==> src/rtl/irq_route_pkg.sv <==
package irq_route_pkg;
  localparam logic [7:0] OFS_INDEX  = 8'h00;
  localparam logic [7:0] OFS_WINDOW = 8'h10;
  localparam logic [7:0] IDX_ID     = 8'h00;
  localparam logic [7:0] IDX_VER    = 8'h01;
  localparam logic [7:0] IDX_ARB    = 8'h02;
  localparam logic [7:0] IDX_TBL    = 8'h10;
  localparam logic [7:0] VER_CODE   = 8'h11;
  localparam logic [31:0] LO_HW_BITS = 32'h0000_5000;
  localparam logic [31:0] LO_RESET   = 32'h0001_0000;

  typedef struct packed {
    logic [7:0]  dest;
    logic [35:0] zero_hi;
    logic [1:0]  shorthand;
    logic [1:0]  rrd_stat;
    logic        trig;
    logic        level;
    logic        rsv13;
    logic        status;
    logic        dst_logical;
    logic [2:0]  mode;
    logic [7:0]  vector;
  } msg_word_t;

  function automatic logic [63:0] form_msg(input logic [63:0] ent);
    msg_word_t m;
    m = '0;
    m.vector      = ent[7:0];
    m.mode        = ent[10:8];
    m.dst_logical = ent[11];
    m.level       = 1'b1;
    m.trig        = ent[15];
    m.dest        = ent[63:56];
    return m;
  endfunction
endpackage

==> src/rtl/irq_route_regs.sv <==
module irq_route_regs
  import irq_route_pkg::*;
#(
  parameter int unsigned ENTRIES = 24,
  parameter int unsigned ENT_W   = 5
) (
  input  logic               clk,
  input  logic               rst_n,
  input  logic [3:0]         cfg_id,
  input  logic               bus_req,
  input  logic               bus_we,
  input  logic [7:0]         bus_addr,
  input  logic [31:0]        bus_wdata,
  output logic               bus_rsp,
  output logic [31:0]        bus_rdata,
  output logic               bus_err,
  output logic [3:0]         id_o,
  output logic [ENTRIES-1:0] mask_o,
  input  logic [ENT_W-1:0]   sel_i,
  output logic [63:0]        entry_o
);
  localparam logic [7:0] MAX_IDX  = 8'(ENTRIES - 1);
  localparam logic [7:0] TBL_SPAN = 8'(2 * ENTRIES);
  localparam logic [31:0] VER_WORD = {8'h00, MAX_IDX, 8'h00, VER_CODE};

  logic [7:0]  idx_q;
  logic [3:0]  id_q, arb_q;
  logic [31:0] lo_q [ENTRIES];
  logic [31:0] hi_q [ENTRIES];
  logic [2*ENTRIES-1:0] hw_bits;

  logic [7:0] rel, rel_half;
  logic [ENT_W-1:0] ent_n;
  logic in_tbl;
  assign rel      = idx_q - IDX_TBL;
  assign rel_half = rel >> 1;
  assign ent_n    = rel_half[ENT_W-1:0];
  assign in_tbl   = (idx_q >= IDX_TBL) && (rel < TBL_SPAN);

  logic [31:0] rd_val;
  logic err_c, idx_wr, id_wr, arb_wr, tbl_wr;

  always_comb begin
    rd_val = '0;
    err_c  = 1'b0;
    idx_wr = 1'b0;
    id_wr  = 1'b0;
    arb_wr = 1'b0;
    tbl_wr = 1'b0;
    if (bus_req) begin
      case (bus_addr)
        OFS_INDEX: begin
          rd_val = {24'h0, idx_q};
          idx_wr = bus_we;
        end
        OFS_WINDOW: begin
          if (idx_q == IDX_ID) begin
            rd_val = {4'h0, id_q, 24'h0};
            id_wr  = bus_we;
          end else if (idx_q == IDX_VER) begin
            rd_val = VER_WORD;
            err_c  = bus_we;
          end else if (idx_q == IDX_ARB) begin
            rd_val = {4'h0, arb_q, 24'h0};
            arb_wr = bus_we;
          end else if (in_tbl) begin
            rd_val = idx_q[0] ? hi_q[ent_n] : lo_q[ent_n];
            tbl_wr = bus_we;
          end else begin
            err_c = 1'b1;
          end
        end
        default: err_c = 1'b1;
      endcase
    end
    if (err_c) rd_val = '0;
  end

  always_ff @(posedge clk) begin
    if (!rst_n) begin
      idx_q     <= '0;
      id_q      <= cfg_id;
      arb_q     <= '0;
      bus_rsp   <= 1'b0;
      bus_rdata <= '0;
      bus_err   <= 1'b0;
    end else begin
      bus_rsp   <= bus_req;
      bus_rdata <= bus_we ? 32'h0 : rd_val;
      bus_err   <= err_c;
      if (idx_wr) idx_q <= bus_wdata[7:0];
      if (id_wr)  id_q  <= bus_wdata[27:24];
      if (arb_wr) arb_q <= bus_wdata[27:24];
    end
  end

  for (genvar g = 0; g < ENTRIES; g++) begin : g_ent
    logic wr_here;
    assign wr_here = tbl_wr && (rel_half == 8'(g));
    always_ff @(posedge clk) begin
      if (!rst_n) begin
        lo_q[g] <= LO_RESET;
        hi_q[g] <= '0;
      end else if (wr_here) begin
        if (idx_q[0]) hi_q[g] <= bus_wdata;
        else          lo_q[g] <= (bus_wdata & ~LO_HW_BITS) | (lo_q[g] & LO_HW_BITS);
      end
    end
    assign mask_o[g] = lo_q[g][16];
    assign hw_bits[2*g+1:2*g] = {lo_q[g][14], lo_q[g][12]};
  end

  assign id_o    = id_q;
  assign entry_o = {hi_q[sel_i], lo_q[sel_i]};

  // hardware-owned status bits never move on a bus write
  p_hw_bits_kept_r5: assert property (@(posedge clk) disable iff (!rst_n)
    (bus_req && bus_we) |=> $stable(hw_bits));
  // version writes are rejected
  p_ver_write_err_r3: assert property (@(posedge clk) disable iff (!rst_n)
    (bus_req && bus_we && bus_addr == OFS_WINDOW && idx_q == IDX_VER) |=> (bus_err && bus_rsp));
  // every request gets a response next cycle
  p_rsp_follows_r1: assert property (@(posedge clk) disable iff (!rst_n)
    bus_req |=> bus_rsp);
endmodule

==> src/rtl/irq_route_pend.sv <==
module irq_route_pend #(
  parameter int unsigned IN_LINES = 32,
  parameter int unsigned ENTRIES  = 24,
  parameter int unsigned ENT_W    = 5
) (
  input  logic                clk,
  input  logic                rst_n,
  input  logic [IN_LINES-1:0] irq_in,
  input  logic [ENTRIES-1:0]  mask_i,
  input  logic                slot_free_i,
  output logic                grant_vld_o,
  output logic [ENT_W-1:0]    grant_idx_o,
  output logic                range_err_o
);
  logic [IN_LINES-1:0] irq_q, rise;
  logic [ENTRIES-1:0]  hits, pend_q, pend_all, grant_oh;

  assign rise     = irq_in & ~irq_q;
  assign hits     = rise[ENTRIES-1:0] & ~mask_i;
  assign pend_all = pend_q | hits;

  always_comb begin
    grant_idx_o = '0;
    for (int i = ENTRIES - 1; i >= 0; i--) begin
      if (pend_all[i]) grant_idx_o = ENT_W'(i);
    end
  end
  assign grant_vld_o = |pend_all;
  assign grant_oh    = grant_vld_o ? (ENTRIES'(1) << grant_idx_o) : '0;

  always_ff @(posedge clk) begin
    if (!rst_n) begin
      irq_q  <= '0;
      pend_q <= '0;
    end else begin
      irq_q  <= irq_in;
      pend_q <= (slot_free_i && grant_vld_o) ? (pend_all & ~grant_oh) : pend_all;
    end
  end

  if (IN_LINES > ENTRIES) begin : g_range
    logic range_q;
    always_ff @(posedge clk) begin
      if (!rst_n) range_q <= 1'b0;
      else        range_q <= |rise[IN_LINES-1:ENTRIES];
    end
    assign range_err_o = range_q;
    // flag only after an out-of-range line was high
    p_range_cause_r9: assert property (@(posedge clk) disable iff (!rst_n)
      range_err_o |-> $past(|irq_in[IN_LINES-1:ENTRIES]));
  end else begin : g_norange
    assign range_err_o = 1'b0;
  end

  // each accepted transfer retires exactly one pending line
  p_pend_drains_r10: assert property (@(posedge clk) disable iff (!rst_n)
    (slot_free_i && pend_q != '0 && hits == '0) |=>
      ($countones(pend_q) == $past($countones(pend_q)) - 1));
endmodule

==> src/rtl/irq_route_out.sv <==
module irq_route_out
  import irq_route_pkg::*;
(
  input  logic        clk,
  input  logic        rst_n,
  input  logic        grant_vld_i,
  input  logic [63:0] entry_i,
  input  logic [3:0]  id_i,
  output logic        slot_free_o,
  output logic        msg_valid,
  input  logic        msg_ready,
  output logic [63:0] msg_word,
  output logic [3:0]  msg_src
);
  assign slot_free_o = !msg_valid || msg_ready;

  always_ff @(posedge clk) begin
    if (!rst_n) begin
      msg_valid <= 1'b0;
      msg_word  <= '0;
      msg_src   <= '0;
    end else if (slot_free_o) begin
      msg_valid <= grant_vld_i;
      if (grant_vld_i) begin
        msg_word <= form_msg(entry_i);
        msg_src  <= id_i;
      end
    end
  end

  // offered message holds under back-pressure
  p_hold_stable_r11: assert property (@(posedge clk) disable iff (!rst_n)
    (msg_valid && !msg_ready) |=> (msg_valid && $stable(msg_word) && $stable(msg_src)));
  // level bit set on every offered message
  p_level_set_r8: assert property (@(posedge clk) disable iff (!rst_n)
    msg_valid |-> (msg_word[14] && msg_word[17:16] == 2'b00));
endmodule

==> src/rtl/irq_route_ctrl.sv <==
module irq_route_ctrl #(
  parameter int unsigned IN_LINES = 32,
  parameter int unsigned ENTRIES  = 24
) (
  input  logic                clk,
  input  logic                rst_n,
  input  logic [3:0]          cfg_id,
  input  logic                bus_req,
  input  logic                bus_we,
  input  logic [7:0]          bus_addr,
  input  logic [31:0]         bus_wdata,
  output logic                bus_rsp,
  output logic [31:0]         bus_rdata,
  output logic                bus_err,
  input  logic [IN_LINES-1:0] irq_in,
  output logic                irq_range_err,
  output logic                msg_valid,
  input  logic                msg_ready,
  output logic [63:0]         msg_word,
  output logic [3:0]          msg_src
);
  localparam int unsigned ENT_W = (ENTRIES > 1) ? $clog2(ENTRIES) : 1;

  logic [3:0]         id_w;
  logic [ENTRIES-1:0] mask_w;
  logic [ENT_W-1:0]   grant_idx_w;
  logic               grant_vld_w, slot_free_w;
  logic [63:0]        entry_w;

  irq_route_regs #(.ENTRIES(ENTRIES), .ENT_W(ENT_W)) u_regs (
    .clk(clk), .rst_n(rst_n), .cfg_id(cfg_id),
    .bus_req(bus_req), .bus_we(bus_we), .bus_addr(bus_addr), .bus_wdata(bus_wdata),
    .bus_rsp(bus_rsp), .bus_rdata(bus_rdata), .bus_err(bus_err),
    .id_o(id_w), .mask_o(mask_w), .sel_i(grant_idx_w), .entry_o(entry_w)
  );

  irq_route_pend #(.IN_LINES(IN_LINES), .ENTRIES(ENTRIES), .ENT_W(ENT_W)) u_pend (
    .clk(clk), .rst_n(rst_n), .irq_in(irq_in), .mask_i(mask_w),
    .slot_free_i(slot_free_w), .grant_vld_o(grant_vld_w),
    .grant_idx_o(grant_idx_w), .range_err_o(irq_range_err)
  );

  irq_route_out u_out (
    .clk(clk), .rst_n(rst_n), .grant_vld_i(grant_vld_w), .entry_i(entry_w),
    .id_i(id_w), .slot_free_o(slot_free_w), .msg_valid(msg_valid),
    .msg_ready(msg_ready), .msg_word(msg_word), .msg_src(msg_src)
  );
endmodule

==> config.mk <==
export PLATFORM = sky130hd
export DESIGN_NAME = irq_route_ctrl
export DESIGN_NICKNAME = d
export VERILOG_FILES = /design/src/rtl/irq_route_pkg.sv /design/src/rtl/irq_route_regs.sv /design/src/rtl/irq_route_pend.sv /design/src/rtl/irq_route_out.sv /design/src/rtl/irq_route_ctrl.sv
export SDC_FILE = /design/constraint.sdc
export NUM_CORES = 2
export LEC_CHECK = 0
export BUFFER_PORTS_ARGS = -buffer_cell sky130_fd_sc_hd__buf_2
export CAP_MARGIN = 5
export CORE_MARGIN = 10
export CORE_UTILIZATION = 38
export CTS_CLUSTER_SIZE = 14
export DETAILED_ROUTE_END_ITERATION = 16
export HOLD_SLACK_MARGIN = 0.03
export SLEW_MARGIN = 30
export SYNTH_ARGS = -nofsm -noshare
export SYNTH_HDL_FRONTEND = slang
export SYNTH_SLANG_ARGS = --single-unit
export TNS_END_PERCENT = 20
==> constraint.sdc <==
create_clock -name clk -period 7.4 [get_ports clk]
set_input_delay 1.48 -clock clk [delete_from_list [all_inputs] [get_ports clk]]
set_output_delay 1.48 -clock clk [all_outputs]
set_load 0.03 [all_outputs]
==> impl_metrics.json <==
{
  "status": "finished clean",
  "postSynthAreaPerCell_um2": 14.8,
  "post-route-period-util_pct": 71.8,
  "drive_above_1_share_pct": 22.4,
  "relSlewSlack_pct": 26.3,
  "dp_hpwl_um": 152000,
  "drt-total-wl_um": 253000,
  "timing.rr.start": "u_regs.idx_q[4]",
  "root_buffer": "clkbuf_16",
  "rsz0062_at_grt": "no",
  "antenna_found_initial": 31,
  "drt_iter0_drc": 6870,
  "synth_edf_count": 1492,
  "critical_path_class": "reg -> reg",
  "worstSetupStartpoint": "u_regs.idx_q[4]",
  "nFillCells": 17525,
  "mappedNetlistArea_um2": 76200,
  "grt.overflow.total": 0,
  "max_freq_ghz": 0.188,
  "place.gp.congestion": 0.875,
  "firstDrtPassIters": 6,
  "first_global_vias": 45933,
  "numClockSinks": 1622,
  "core-area_um2": 200000,
  "worst_hold_slack_ps": 456,
  "h-tree-depth": 4,
  "place_ws_ps": 1730,
  "grtUsageTotal_pct": 22.6,
  "leakage_nw": 29.0,
  "netlist_instances": 5131,
  "fp.dieArea_um2": 219000,
  "insertion_delay_ps": 840,
  "worstHoldStart": "u_out.msg_word[14]",
  "synth_largest_area_cell": "edfxtp_1",
  "worstPathArrival_ps": 5780,
  "reg2reg_setup_slack_ps": 2090,
  "die_y_um": 468,
  "worst_pin_slew_ps": 1090,
  "synth_flop_cell": "edfxtp_1",
  "layout_setup_ws_ps": 2090,
  "setup-violations-final": 0,
  "maxCapViolCount": 0,
  "wire_per_inst_um": 32.1,
  "drcViolationCount": 0,
  "power.density_nw_per_um2": 246,
  "yosys_warnings": 0,
  "slew_viol_final": 0,
  "vias_per_cell": 5.92,
  "nNetsFinal": 5155,
  "cts_setup_buffers": 0,
  "finalHoldViolCount": 0,
  "portBuffers": 142,
  "num_rows": 164,
  "synth_cell_types": 73,
  "hold_buffers": 0,
  "synthTopCellsByArea": "edfxtp_1 (59%), mux4_2 (14%), and2_1 (12%)",
  "vias": 46710,
  "crit_fanout": 35,
  "clkTransAtPathRegs_ps": 60,
  "tns_ps": 0,
  "yosysSeqAreaShare_pct": 62.2,
  "min_period_ps": 5310,
  "synthToLayoutAreaGrowth_pct": 12.9,
  "required_ps": 7870,
  "start_util_pct": 38.2,
  "ys_top_cells_by_count": "and2_1 (1492), edfxtp_1 (1492), mux4_2 (461)",
  "synth.ff_latch_count": 1622,
  "cts_resized": 0,
  "cts.path.max_buffers": 3,
  "cts_buffers": 175,
  "startpoint_type": "flip-flop",
  "yosysTopAreaCellShare_pct": 58.8,
  "num_io_pins": 185,
  "synthArstFlopShare_pct": 0,
  "cts_tree": "yes",
  "fp.dieW_um": 468,
  "hold_path_class": "reg -> reg",
  "end_kind": "flip-flop",
  "vdd_drop_max_uv": 204,
  "grt_start_max_net_pins": 109,
  "ant_nets": 0,
  "skew_ps": 42.3,
  "grt_first_pass_wirelength_um": 356000
}
==> state kept, by name (all words and copies together), names as in the netlist <==
signal / cells
u_out.msg_src: 4
u_out.msg_valid: 1
u_out.msg_word: 22
u_pend.irq_q: 32
u_pend.pend_q: 24
u_pend.range_err_o: 1
u_regs.arb_q: 4
u_regs.bus_err: 1
u_regs.bus_rdata: 32
u_regs.bus_rsp: 1
u_regs.hi_q: 768
u_regs.id_o: 4
u_regs.idx_q: 8
u_regs.lo_q: 720
==> per-layer routing <==
metal | global-route usage (%) | vias to the layer above | share of wire (%)
li1 | - | 19120 | -
met1 | 30.7 | 24371 | 39
met2 | 35.3 | 2672 | 46
met3 | 4.63 | 531 | 10
met4 | 9.51 | 16 | 4.7
met5 | 0 | - | 0.038
==> worst paths after layout <==
path                                            to  depth (start not counted)
worst max-delay path            u_regs.hi_q[15][8]                         10
worst min-delay path            u_out.msg_word[14]                          2
worst max register to register  u_regs.hi_q[15][8]                         10
worst min register to register  u_out.msg_word[14]                          2
==> cells by family (layout without fill, tap and decap cells) <==
logic type | count (synthesis) | count (layout) | share of synthesized area, %
compound gates | 492 | 492 | 5.06
fa+ha+maj | 2 | 2 | 0.0328
buf+inv | 602 | 648 | 3.40
flops | 1622 | 1622 | 62.2
mux | 529 | 529 | 14.6
other cells | 1 | 52 | 0.00492
simple gates | 1883 | 1883 | 14.7
==> area by class of cell <==
type | instances | area [µm²] | share of cell area (%)
Multi-Input combinational cell | 2948 | 27200 | 31.6
Tap cell | 2656 | 3320 | 3.86
Clock inverter | 83 | 817 | 0.950
Antenna cell | 10 | 25.0 | 0.0291
Timing Repair Buffer | 304 | 2360 | 2.75
Sequential cell | 1622 | 47400 | 55.1
Clock buffer | 240 | 4810 | 5.59
Inverter | 21 | 83.8 | 0.0975
==> cell usage in the layout, fill, tap and decap left out, types with 57 or more instances in the layout <==
cell	Yosys	routed
buf_2	66	128
a21oi_1	57	57
nand2_1	88	87
a221oi_1	77	77
a221o_1	79	79
edfxtp_1	1492	1492
buf_4	60	151
clkbuf_16	0	177
mux4_2	461	461
and2_1	1492	1491
dfxtp_1	130	126
nor2_1	148	100
==> where the power goes <==
| group | internal, W | total, W | switching, W |
|---|---|---|---|
| Sequential | 0.0104 | 0.0106 | 0.000227 |
| Combinational | 0.000551 | 0.00185 | 0.00130 |
| Clock | 0.00489 | 0.00869 | 0.00380 |
==> critical path, cell delays in order (launching register included) <==
cell,delay (ps)
dfxtp_1,670
inv_6,360
ha_1,350
or2_2,290
o21ai_0,150
mux2i_1,120
nor3_1,530
nand4_1,910
buf_4,540
o21ai_4,520
buf_4,440
==> metrics by stage <==
step | cells | utilization [%] | power, W | cell area (µm²)
global route | 7875 | 43.1 | 0.0218 | 86000
floorplan | 5172 | - | 0.0118 | 76300
finish | 7884 | 43.1 | 0.0212 | 86000
global placement | 7536 | 40.0 | 0.0126 | 79900
CTS | 7872 | 43.0 | 0.0212 | 85900
detailed placement | 7549 | 40.2 | 0.0126 | 80300
Power figures use the tool's default switching activity.
